[src/rtl/irqc_pkg.sv]
package irqc_pkg;

    // Register offsets relative to a master base; group index b is added to each
    localparam int OFS_SUMMARY = 0;
    localparam int OFS_STATUS  = 0;
    localparam int OFS_CLEAR   = 1;
    localparam int OFS_MASK    = 8;
    localparam int OFS_LEVEL   = 15;
    localparam int WINDOW_SPAN = 23;

    typedef enum logic [0:0] {
        BUS_IDLE = 1'b0,
        BUS_RESP = 1'b1
    } bus_state_t;

endpackage

[src/rtl/irqc_src_group.sv]
module irqc_src_group #(
    parameter int W = 8
) (
    input  logic         clk,
    input  logic         rst_n,
    input  logic [W-1:0] src,
    input  logic         clr_we,
    input  logic         mask_we,
    input  logic [W-1:0] wdata,
    output logic [W-1:0] status_o,
    output logic [W-1:0] mask_o,
    output logic [W-1:0] level_o
);

    logic [W-1:0] prev_q;
    logic [W-1:0] pend_q;
    logic [W-1:0] mask_q;
    logic [W-1:0] rise;
    logic [W-1:0] clr_bits;
    logic [W-1:0] pend_d;

    always_comb begin
        rise     = src & ~prev_q;
        clr_bits = clr_we ? wdata : '0;
        // a new edge wins over a clear in the same cycle
        pend_d   = (pend_q & ~clr_bits) | (rise & ~mask_q);
    end

    always_ff @(posedge clk or negedge rst_n) begin
        if (!rst_n) begin
            prev_q <= '0;
            pend_q <= '0;
            mask_q <= '1;
        end else begin
            prev_q <= src;
            pend_q <= pend_d;
            if (mask_we) begin
                mask_q <= wdata;
            end
        end
    end

    assign status_o = pend_q & ~mask_q;
    assign mask_o   = mask_q;
    assign level_o  = src;

    AST_EDGE_LATCHES: assert property (@(posedge clk) disable iff (!rst_n)
        ((rise & ~mask_q) != '0) |=> ((pend_q & $past(rise & ~mask_q)) == $past(rise & ~mask_q)));

    AST_MASKED_NO_LATCH: assert property (@(posedge clk) disable iff (!rst_n)
        ((mask_q & ~pend_q) != '0) |=> ((pend_q & $past(mask_q & ~pend_q)) == '0));

    AST_CLEAR_DROPS: assert property (@(posedge clk) disable iff (!rst_n)
        clr_we |=> ((pend_q & $past(wdata & ~rise)) == '0));

endmodule

[src/rtl/irqc_master_sum.sv]
module irqc_master_sum #(
    parameter int W   = 8,
    parameter int BPM = 7
) (
    input  logic [W-1:0] grp_status [BPM],
    input  logic         cascade_in,
    output logic [W-1:0] summary
);

    assign summary[0] = cascade_in;

    for (genvar b = 1; b <= BPM; b++) begin : g_bit
        assign summary[b] = |grp_status[b-1];
    end

    if (W > BPM + 1) begin : g_pad
        assign summary[W-1:BPM+1] = '0;
    end

endmodule

[src/rtl/irqc_regbus.sv]
module irqc_regbus
    import irqc_pkg::*;
#(
    parameter int             AW    = 10,
    parameter int             W     = 8,
    parameter int             NM    = 2,
    parameter int             BPM   = 7,
    parameter logic [AW-1:0]  BASE0 = 10'h130,
    parameter logic [AW-1:0]  BASE1 = 10'h1B0
) (
    input  logic          clk,
    input  logic          rst_n,
    input  logic          rd_en,
    input  logic [AW-1:0] addr,
    input  logic [W-1:0]  sums       [NM],
    input  logic [W-1:0]  grp_status [NM][BPM],
    input  logic [W-1:0]  grp_mask   [NM][BPM],
    input  logic [W-1:0]  grp_level  [NM][BPM],
    output logic [W-1:0]  rdata,
    output logic          rvalid
);

    bus_state_t   state_q, state_d;
    logic [W-1:0] rd_mux;
    logic [W-1:0] rdata_q;

    // read decode over both windows
    always_comb begin
        logic [AW-1:0] base_v;
        logic [AW-1:0] off_v;
        rd_mux = '0;
        for (int m = 0; m < NM; m++) begin
            base_v = (m == 0) ? BASE0 : BASE1;
            off_v  = addr - base_v;
            if (addr >= base_v && off_v < AW'(WINDOW_SPAN)) begin
                if (off_v == AW'(OFS_SUMMARY)) begin
                    rd_mux = sums[m];
                end
                for (int b = 1; b <= BPM; b++) begin
                    if (off_v == AW'(b + OFS_STATUS)) rd_mux = grp_status[m][b-1];
                    if (off_v == AW'(b + OFS_MASK))   rd_mux = grp_mask[m][b-1];
                    if (off_v == AW'(b + OFS_LEVEL))  rd_mux = grp_level[m][b-1];
                end
            end
        end
    end

    // next state
    always_comb begin
        state_d = state_q;
        unique case (state_q)
            BUS_IDLE: if (rd_en)  state_d = BUS_RESP;
            BUS_RESP: if (!rd_en) state_d = BUS_IDLE;
            default:              state_d = BUS_IDLE;
        endcase
    end

    // state register and read data capture
    always_ff @(posedge clk or negedge rst_n) begin
        if (!rst_n) begin
            state_q <= BUS_IDLE;
            rdata_q <= '0;
        end else begin
            state_q <= state_d;
            if (rd_en) begin
                rdata_q <= rd_mux;
            end
        end
    end

    // outputs
    always_comb begin
        rdata = rdata_q;
        unique case (state_q)
            BUS_IDLE: rvalid = 1'b0;
            BUS_RESP: rvalid = 1'b1;
            default:  rvalid = 1'b0;
        endcase
    end

    AST_READ_ANSWERS: assert property (@(posedge clk) disable iff (!rst_n)
        rd_en |=> rvalid);

    AST_IDLE_HOLDS: assert property (@(posedge clk) disable iff (!rst_n)
        !rd_en |=> (!rvalid && $stable(rdata)));

endmodule

[src/rtl/irqc_two_master.sv]
module irqc_two_master
    import irqc_pkg::*;
#(
    parameter int             W     = 8,
    parameter int             BPM   = 7,
    parameter int             AW    = 10,
    parameter logic [AW-1:0]  BASE0 = 10'h130,
    parameter logic [AW-1:0]  BASE1 = 10'h1B0,
    localparam int            NM    = 2,
    localparam int            NSRC  = NM * BPM * W
) (
    input  logic            clk,
    input  logic            rst_n,
    input  logic [NSRC-1:0] src,
    input  logic            wr_en,
    input  logic            rd_en,
    input  logic [AW-1:0]   addr,
    input  logic [W-1:0]    wdata,
    output logic [W-1:0]    rdata,
    output logic            rvalid,
    output logic            irq_out
);

    logic [W-1:0] grp_status [NM][BPM];
    logic [W-1:0] grp_mask   [NM][BPM];
    logic [W-1:0] grp_level  [NM][BPM];
    logic [W-1:0] sums       [NM];
    logic         cascade    [NM];

    for (genvar m = 0; m < NM; m++) begin : g_master
        localparam logic [AW-1:0] BASE = (m == 0) ? BASE0 : BASE1;
        for (genvar b = 1; b <= BPM; b++) begin : g_grp
            localparam int            G      = m * BPM + b - 1;
            localparam logic [AW-1:0] CLR_A  = BASE + AW'(b + OFS_CLEAR);
            localparam logic [AW-1:0] MASK_A = BASE + AW'(b + OFS_MASK);
            logic clr_we, mask_we;
            assign clr_we  = wr_en && (addr == CLR_A);
            assign mask_we = wr_en && (addr == MASK_A);
            irqc_src_group #(.W(W)) u_grp (
                .clk      (clk),
                .rst_n    (rst_n),
                .src      (src[G*W +: W]),
                .clr_we   (clr_we),
                .mask_we  (mask_we),
                .wdata    (wdata),
                .status_o (grp_status[m][b-1]),
                .mask_o   (grp_mask[m][b-1]),
                .level_o  (grp_level[m][b-1])
            );
        end
        irqc_master_sum #(.W(W), .BPM(BPM)) u_sum (
            .grp_status (grp_status[m]),
            .cascade_in (cascade[m]),
            .summary    (sums[m])
        );
    end

    // master 1 feeds master 0 bit 0; the last master has nothing below it
    assign cascade[0] = |sums[1][W-1:1];
    assign cascade[1] = 1'b0;
    assign irq_out    = |sums[0];

    irqc_regbus #(
        .AW(AW), .W(W), .NM(NM), .BPM(BPM), .BASE0(BASE0), .BASE1(BASE1)
    ) u_bus (
        .clk        (clk),
        .rst_n      (rst_n),
        .rd_en      (rd_en),
        .addr       (addr),
        .sums       (sums),
        .grp_status (grp_status),
        .grp_mask   (grp_mask),
        .grp_level  (grp_level),
        .rdata      (rdata),
        .rvalid     (rvalid)
    );

    logic any_m1;
    logic any_all;
    always_comb begin
        any_m1  = 1'b0;
        any_all = 1'b0;
        for (int m = 0; m < NM; m++) begin
            for (int b = 0; b < BPM; b++) begin
                any_all = any_all | (|grp_status[m][b]);
                if (m == 1) any_m1 = any_m1 | (|grp_status[m][b]);
            end
        end
    end

    AST_IRQ_TRACKS_PENDING: assert property (@(posedge clk) disable iff (!rst_n)
        irq_out == any_all);

    AST_CASCADE_FLAG: assert property (@(posedge clk) disable iff (!rst_n)
        sums[0][0] == any_m1);

    AST_LAST_NO_CASCADE: assert property (@(posedge clk) disable iff (!rst_n)
        sums[1][0] == 1'b0);

endmodule

[config.mk]
export PLATFORM = sky130hd
export DESIGN_NAME = irqc_two_master
export DESIGN_NICKNAME = d
export VERILOG_FILES = /design/src/rtl/irqc_pkg.sv /design/src/rtl/irqc_src_group.sv /design/src/rtl/irqc_master_sum.sv /design/src/rtl/irqc_regbus.sv /design/src/rtl/irqc_two_master.sv
export SDC_FILE = /design/constraint.sdc
export NUM_CORES = 1
export LEC_CHECK = 0
export ABC_AREA = 1
export BUFFER_PORTS_ARGS = -buffer_cell sky130_fd_sc_hd__buf_2
export CAP_MARGIN = 20
export CORE_MARGIN = 3
export CORE_UTILIZATION = 33
export DETAILED_ROUTE_END_ITERATION = 8
export GPL_ROUTABILITY_DRIVEN = 0
export SKIP_CTS_REPAIR_TIMING = 1
export SLEW_MARGIN = 20
export SYNTH_ARGS = -nofsm -noshare
export SYNTH_HDL_FRONTEND = slang
export SYNTH_SLANG_ARGS = --single-unit
[constraint.sdc]
create_clock -name clk -period 3.7 [get_ports clk]
set_input_delay 0.74 -clock clk [delete_from_list [all_inputs] [get_ports clk]]
set_output_delay 0.74 -clock clk [all_outputs]
set_load 0.03 [all_outputs]
==> results of run 1 <==
final cells by class:
class	count	share of cell area
Antenna cell	2	0.0002033
Clock buffer	53	0.04503
Inverter	402	0.06170
Tap cell	680	0.03456
Sequential cell	345	0.3564
Multi-Input combinational cell	1495	0.3136
Timing Repair Buffer	620	0.1789
Clock inverter	16	0.009656
per-layer routing:
metal  wire length, um  part of all wire  track usage
met1             28180              0.43       0.3091
met2             30060              0.46       0.3639
met3              4548             0.070      0.03870
met4              2213             0.034      0.07596
met5                34           0.00052            0
placed cells by master (no fill, tap or decap), types with 3 or more instances in the layout:
master and instances:
sky130_fd_sc_hd__nand3_4 5, sky130_fd_sc_hd__o21ai_1 5, sky130_fd_sc_hd__clkinv_2 8, sky130_fd_sc_hd__bufinv_16 6, sky130_fd_sc_hd__nand2_4 8, sky130_fd_sc_hd__buf_2 139
sky130_fd_sc_hd__clkbuf_1 6, sky130_fd_sc_hd__o211ai_1 6, sky130_fd_sc_hd__nor2_2 6, sky130_fd_sc_hd__buf_12 4, sky130_fd_sc_hd__a31oi_1 9, sky130_fd_sc_hd__nand3_2 53
sky130_fd_sc_hd__o21bai_1 3, sky130_fd_sc_hd__dfrtp_1 233, sky130_fd_sc_hd__nand2_2 82, sky130_fd_sc_hd__buf_6 5, sky130_fd_sc_hd__or2_2 4, sky130_fd_sc_hd__nand3b_1 6
sky130_fd_sc_hd__o21ai_2 5, sky130_fd_sc_hd__nor3_2 9, sky130_fd_sc_hd__a21oi_1 37, sky130_fd_sc_hd__nor3_1 23, sky130_fd_sc_hd__buf_4 467, sky130_fd_sc_hd__o21ai_0 320
sky130_fd_sc_hd__nand3_1 72, sky130_fd_sc_hd__nand4_1 33, sky130_fd_sc_hd__dfstp_2 112, sky130_fd_sc_hd__clkbuf_8 8, sky130_fd_sc_hd__nor4_2 3, sky130_fd_sc_hd__clkbuf_16 39
sky130_fd_sc_hd__nor2_1 108, sky130_fd_sc_hd__buf_8 4, sky130_fd_sc_hd__inv_2 16, sky130_fd_sc_hd__inv_1 382, sky130_fd_sc_hd__nand2_1 573, sky130_fd_sc_hd__nor2_4 10
sky130_fd_sc_hd__o31ai_1 95
power by group:
part	switching [mW]	internal, mW
Combinational	0.444	0.230
Sequential	0.0321	3.88
Clock	1.60	2.52
registers in the layout (all words and copies together), names as in the netlist:
name	cells
g_master.g_grp.u_grp.mask_o	112
g_master.g_grp.u_grp.prev_q	112
g_master.g_grp.u_grp.pend_q	112
u_bus.rdata	8
u_bus.state_q	1
stage by stage:
stage                     utilization  hold WS (ns)
final                          0.4751        0.1386
after floorplan                     -        0.3988
after CTS                      0.4561        0.1609
after detailed placement       0.4301        0.4074
after global placement         0.4301        0.4020
after global routing           0.4750        0.1666
critical path, delay by kind of cell, from the launching register on:
kind | cells | cell delay (ns)
AND/OR/NAND/NOR | 39 | 3.44
flip-flops | 1 | 0.53
AO/OA/AOI/OAI | 2 | 0.24
cells by family after synthesis:
logic type / after synthesis
buffers and inverters: 445
adders and majority gates: 3
DFF: 345
AOI/OAI and AO/OA: 486
xor gates and xnor gates: 2
and+or+nand+nor: 1004
final timing paths:
check	start	slack (ns)	endpoint	depth (start not counted)
worst max-delay path	g_master[0].g_grp[5].u_grp.mask_o[6]	-0.61	u_bus.rdata[5]	41
worst min-delay path	rst_n	0.14	g_master[1].g_grp[6].u_grp.pend_q[7]	1
worst max register to register	g_master[0].g_grp[5].u_grp.mask_o[6]	-0.61	u_bus.rdata[5]	41
worst min register to register	g_master[0].g_grp[3].u_grp.prev_q[7]	0.42	g_master[0].g_grp[3].u_grp.pend_q[7]	1
max in group asynchronous	rst_n	2.61	g_master[1].g_grp[4].u_grp.mask_o[1]	2
min in group clk	src[55]	0.30	g_master[0].g_grp[7].u_grp.prev_q[7]	1
==> metrics.json, run 1 <==
{
  "ys.flop_type": "sky130_fd_sc_hd__dfrtp_1",
  "fp.dieH_um": 235.8,
  "total_power_of_the_final_layout_mw": 8.696,
  "period_minus_slack_ns": 4.307,
  "syn_nets": 2422,
  "area.growth.synth_to_final_pct": 41.24,
  "core_area_um2": 51820,
  "synth.top_cells.by_count": "sky130_fd_sc_hd__nand2_1 (659), sky130_fd_sc_hd__inv_1 (388), sky130_fd_sc_hd__o21ai_0 (326)",
  "globalRoute.totalOverflow": 0,
  "netlist_area_um2": 17430,
  "grt_antenna_before_repair": 7,
  "io_buffers": 143,
  "clkSlewWorstSetupHoldPaths_ns": 0.06,
  "via_count_of_the_first_global_routing_pass": 17760,
  "synthMuxAreaShare": 0,
  "post_route_clock_period_utilization": 1.164,
  "synth_fa_ha_area_frac": 0.002153,
  "static-leakage-power_nw": 11.80,
  "final.fill_count": 4924,
  "tritoncts": "done",
  "main_combinational_cell_family_by_area_after_synthesis": "simple AND/OR/NAND/NOR gates",
  "maxCapViolations": 0,
  "synthesis.instances": 2285,
  "power.density_cell_area_nw_per_um2": 353.2,
  "site_rows": 83,
  "worstMarginPinSlew_ns": 1.021,
  "layout.nets": 3039,
  "slew_viol_final": 0,
  "timing.critical_path.fanout_max": 2,
  "cp_slowest_stage_delay_ns": 0.53,
  "hold_violations_final": 0,
  "yosysMostFrequentCell": "sky130_fd_sc_hd__nand2_1",
  "timing.clock.skew_ns": 0.02490,
  "grt_use_total": 0.2260,
  "worst_slack_ns": -0.6073,
  "post_detailed_route_count_of_antenna_violating_nets": 0,
  "area_of_the_die_um2": 55620,
  "layout_cell_share_with_drive_strength_beyond_1": 0.3429,
  "synth_largest_type_area_fraction": 0.3345,
  "cp_data_required_time_ns": 4.14,
  "synth_area_per_cell_um2": 7.629,
  "timing.setup.tns_ns": -3.983,
  "pin_count_of_the_biggest_net_entering_global_routing": 77,
  "synth_enable_flop_cells": 0,
  "clkLatencyLatePin_ns": 0.55,
  "multi_input_area_um2": 7720,
  "timing.hold.worst.class": "in -> async",
  "synth-compound-area-share": 0.1562,
  "outcome": "complete, but fails checks",
  "htree_levels": 2,
  "fin_area_um2": 24620,
  "drt-pass1-iter-count": 6,
  "ys_ff_latch": 345,
  "seq_area_frac_synth": 0.5033,
  "placed_cells_incl_taps": 3515,
  "drt_iter0_markers": 1540,
  "async_flop_share": 1.000,
  "failed_checks": "setup timing",
  "cp_data_arrival_time_ns": 4.74,
  "layoutNonFillerInstCount": 3613,
  "timing.critical_path.slowest_stage_cell": "sky130_fd_sc_hd__dfstp_2",
  "cp-end-kind": "flip-flop",
  "route.vias.total": 17960,
  "num_io_pins": 144,
  "pre_cts_setup_slack_ns": -1.596,
  "via_cell_ratio": 4.972,
  "max-clock-path-buffers": 3,
  "totalWireLength_mm": 65.04,
  "yosys_warnings": 0,
  "clk_sinks": 345,
  "hpwl_mm": 47.87,
  "worstSetupStartpointType": "flip-flop",
  "tritoncts.num_buffers": 38,
  "synth_largest_area_cell": "sky130_fd_sc_hd__dfrtp_1",
  "start_util": 0.3364,
  "clockRootBuffer": "sky130_fd_sc_hd__clkbuf_16",
  "grt_pass1_wl_mm": 99.62,
  "final-setup-viol-count": 8,
  "relSlewSlack": 0.3187,
  "avgRoutedWirePerCell_um": 18.00,
  "worstSetupPathType": "reg -> reg",
  "post_synth_num_cell_types": 41,
  "rsz_0062_raised_after_global_routing": "yes",
  "regArea_um2": 8773,
  "synth_simple_gate_area_share": 0.2405,
  "die_x_um": 235.8,
  "yosys-top-cells-area": "sky130_fd_sc_hd__dfrtp_1 (33%), sky130_fd_sc_hd__dfstp_2 (17%), sky130_fd_sc_hd__nand2_1 (14%), sky130_fd_sc_hd__o21ai_0 (9.4%), sky130_fd_sc_hd__inv_1 (8.4%)",
  "ir_drop_mv": 0.2282,
  "clock.fmax_mhz": 232.2,
  "drc_errors": 0,
  "postPlaceCellArea_um2": 22290,
  "post_synth_xor_area_fraction": 0.001005
}
Note: power is estimated with default switching activity, not from simulation.
==> run 2: changes to the inputs <==
PLACE_DENSITY = 0.45   (was not set)
SKIP_LAST_GASP = 1   (was not set)
==> run 2 against run 1 <==
Effect of this change:
- the flow still finishes with violations (setup timing)
- critical path depth grew 7
- worst setup slack lost 0.021 ns
- sequential share of layout area shrank 0.081 points
- clock-buffer cell count grew 11
- flip-flop and latch count is the same
- global-route usage grew 1.4 points
- final cell count grew 0.39%
- maximum frequency shrank 0.48%
- wire length grew 5.1%
- critical endpoint is now u_bus.rdata[4]
- largest cell class unchanged
==> metrics.json, run 2 (synthesis gave the netlist of run 1 again) <==
{
  "area.growth.synth_to_final_pct": 41.56,
  "hpwl": {"value": 51.28, "unit": "mm", "change": "+7.1%"},
  "worstSetupStartpointType": "primary input",
  "worstMarginPinSlew": {"value": 0.8790, "unit": "ns", "change": "-0.1419 ns"},
  "worst-r2r-setup-slack": {"value": -0.55, "unit": "ns", "change": "+0.06 ns"},
  "cp_data_arrival_time": {"value": 4.80, "unit": "ns", "change": "+0.06 ns"},
  "die_x": {"value": 235.8, "unit": "um", "change": "unchanged"},
  "grt_antenna_before_repair": {"value": 1, "change": "-6"},
  "layout_cell_share_with_drive_strength_beyond_1": {"value": 0.3442, "change": "+0.001309"},
  "num_io_pins": {"value": 144, "change": "unchanged"},
  "post-route-util": {"value": 0.4762, "change": "+0.001086"},
  "clkLatencyLatePin": {"value": 0.58, "unit": "ns", "change": "+0.03 ns"},
  "route.vias.total": {"value": 17570, "change": "-2.2%"},
  "timing.critical_path.slowest_stage_cell": "sky130_fd_sc_hd__nor2_2",
  "worst_case_hold_slack": {"value": 0.1364, "unit": "ns", "change": "-0.002279 ns"},
  "post_detailed_route_count_of_antenna_violating_nets": {"value": 0, "change": "unchanged"},
  "max-clock-path-buffers": {"value": 3, "change": "unchanged"},
  "pre_cts_setup_slack": {"value": -1.616, "unit": "ns", "change": "-0.01994 ns"},
  "slew_viol_final": {"value": 0, "change": "unchanged"},
  "grt_use_total": {"value": 0.2401, "change": "+0.01408"},
  "crit_path_frequent_cell": "sky130_fd_sc_hd__nand2_2",
  "htree_levels": {"value": 2, "change": "unchanged"},
  "drc_errors": {"value": 0, "change": "unchanged"},
  "start_util": {"value": 0.3364, "change": "unchanged"},
  "rsz_0062_raised_after_global_routing": "yes",
  "layout.nets": {"value": 3050, "change": "+0.36%"},
  "static-leakage-power": {"value": 11.79, "unit": "nW", "change": "about the same"},
  "power.density_cell_area": {"value": 358.4, "unit": "nW/um2", "change": "+1.5%"},
  "ir_drop": {"value": 0.2853, "unit": "mV", "change": "+25%"},
  "tritoncts.num_buffers": {"value": 42, "change": "+11%"},
  "via_count_of_the_first_global_routing_pass": {"value": 17380, "change": "-2.1%"},
  "cp-end-kind": "flip-flop",
  "drt_iter0_markers": {"value": 1240, "change": "-19%"},
  "maxCapViolations": {"value": 0, "change": "unchanged"},
  "period_minus_slack": {"value": 4.328, "unit": "ns", "change": "+0.02088 ns"},
  "hold_violations_final": {"value": 0, "change": "unchanged"},
  "pin_count_of_the_biggest_net_entering_global_routing": {"value": 79, "change": "+2.6%"},
  "timing.critical_path.fanout_max": {"value": 3, "change": "+1"},
  "worst_slack": {"value": -0.6282, "unit": "ns", "change": "-0.02088 ns"},
  "globalRoute.totalOverflow": {"value": 0, "change": "unchanged"},
  "fp.dieH": {"value": 235.8, "unit": "um", "change": "unchanged"},
  "grt_pass1_wl": {"value": 103.4, "unit": "mm", "change": "+3.8%"},
  "tritoncts": "done",
  "clock.fmax": {"value": 231.0, "unit": "MHz", "change": "-0.48%"},
  "via_cell_ratio": {"value": 4.843, "change": "-2.6%"},
  "totalWireLength": {"value": 68.34, "unit": "mm", "change": "+5.1%"},
  "worstSetupPathType": "in -> reg",
  "timing.hold.worst.class": "in -> async",
  "drt-pass1-iter-count": {"value": 5, "change": "-1"},
  "area_of_the_die": {"value": 55620, "unit": "um2", "change": "unchanged"},
  "final_common_cell": "sky130_fd_sc_hd__nand2_1",
  "cp_slowest_stage_delay": {"value": 0.31, "unit": "ns", "change": "-0.22 ns"},
  "cp_data_required_time": {"value": 4.17, "unit": "ns", "change": "+0.03 ns"},
  "outcome": "complete, but fails checks",
  "avgRoutedWirePerCell": {"value": 18.84, "unit": "um", "change": "+4.7%"},
  "site_rows": {"value": 83, "change": "unchanged"},
  "io_buffers": {"value": 143, "change": "unchanged"},
  "clk_sinks": {"value": 345, "change": "unchanged"},
  "timing.clock.skew": {"value": 0.01082, "unit": "ns", "change": "-0.01408 ns"},
  "core_area": {"value": 51820, "unit": "um2", "change": "unchanged"},
  "failed_checks": "setup timing",
  "clockRootBuffer": "sky130_fd_sc_hd__clkbuf_16",
  "final_cell_mix": "sky130_fd_sc_hd__nand2_1 (574), sky130_fd_sc_hd__buf_4 (468), sky130_fd_sc_hd__inv_1 (380)",
  "clkSlewWorstSetupHoldPaths": {"value": 0.06, "unit": "ns", "change": "about the same"},
  "relSlewSlack": {"value": 0.4134, "change": "+0.09470"},
  "final-setup-viol-count": {"value": 8, "change": "unchanged"},
  "post_route_clock_period_utilization": {"value": 1.170, "change": "+0.005643"}
}
==> run 2: cell count changes in the layout (fill, tap and decap cells not counted), moves of 3 or more <==
cell                        change
sky130_fd_sc_hd__buf_6          +9
sky130_fd_sc_hd__clkbuf_1       +8
sky130_fd_sc_hd__clkbuf_16      +3
sky130_fd_sc_hd__nand3_1        -3
sky130_fd_sc_hd__nand3_2        +4
sky130_fd_sc_hd__nor2_2         +4
sky130_fd_sc_hd__nor2_4         -4
sky130_fd_sc_hd__nor3_1         +3
sky130_fd_sc_hd__o21ai_0        +3
==> run 2: layout make-up <==
cell class	count	area, um2
flip-flops and latches	345	8773
diodes	1	2.502
fillers	5238	27140
multi-input cells	1495	7674
clock inverters	13	183.9
well taps	680	850.8
repair buffers	627	4464
clock buffers	64	1214
inverters	402	1514
==> run 2: routing by layer <==
metal / global-route usage / share of wire / vias to the layer above
met3: 0.03601 / 0.051 / 83
met4: 0.06748 / 0.026 / 0
li1: - / - / 8627
met2: 0.3749 / 0.45 / 424
met1: 0.3467 / 0.48 / 8432
met5: 0 / 0 / -
==> run 2: where the power goes <==
group,internal [mW],switching (mW)
clock network,2.54,1.72
logic,0.225,0.445
registers,3.88,0.0314
total,6.65,2.20
==> run 2: worst paths after layout <==
kind,from,to,depth (start not counted)
min in group clk,src[74],g_master[1].g_grp[3].u_grp.prev_q[2],1
max in group asynchronous,rst_n,g_master[1].g_grp[5].u_grp.mask_o[2],2
max reg2reg,g_master[0].g_grp[5].u_grp.mask_o[0],u_bus.rdata[5],42
min reg2reg,g_master[1].g_grp[1].u_grp.prev_q[1],g_master[1].g_grp[1].u_grp.pend_q[1],1
min,rst_n,g_master[1].g_grp[6].u_grp.prev_q[3],1
max,addr[2],u_bus.rdata[4],48
==> run 2: per-stage QoR <==
stage / std cells / area, um2 / total power, mW / TNS, ns
6_report: 3627 / 24680 / 8.844 / -3.470
5_1_grt: 3626 / 24670 / 9.167 / -6.539
4_1_cts: 3605 / 23770 / 8.923 / -5.789
3_5_place_dp: 3528 / 22380 / 4.617 / -10.55
3_3_place_gp: 3528 / 22380 / 4.610 / -10.23
2_1_floorplan: 2285 / 17450 / 4.159 / -0.1655
==> run 2: critical path, delay by kind of cell <==
family	cells	cell delay, ns
AND/OR/NAND/NOR	42	3.35
buffers and inverters	6	0.70
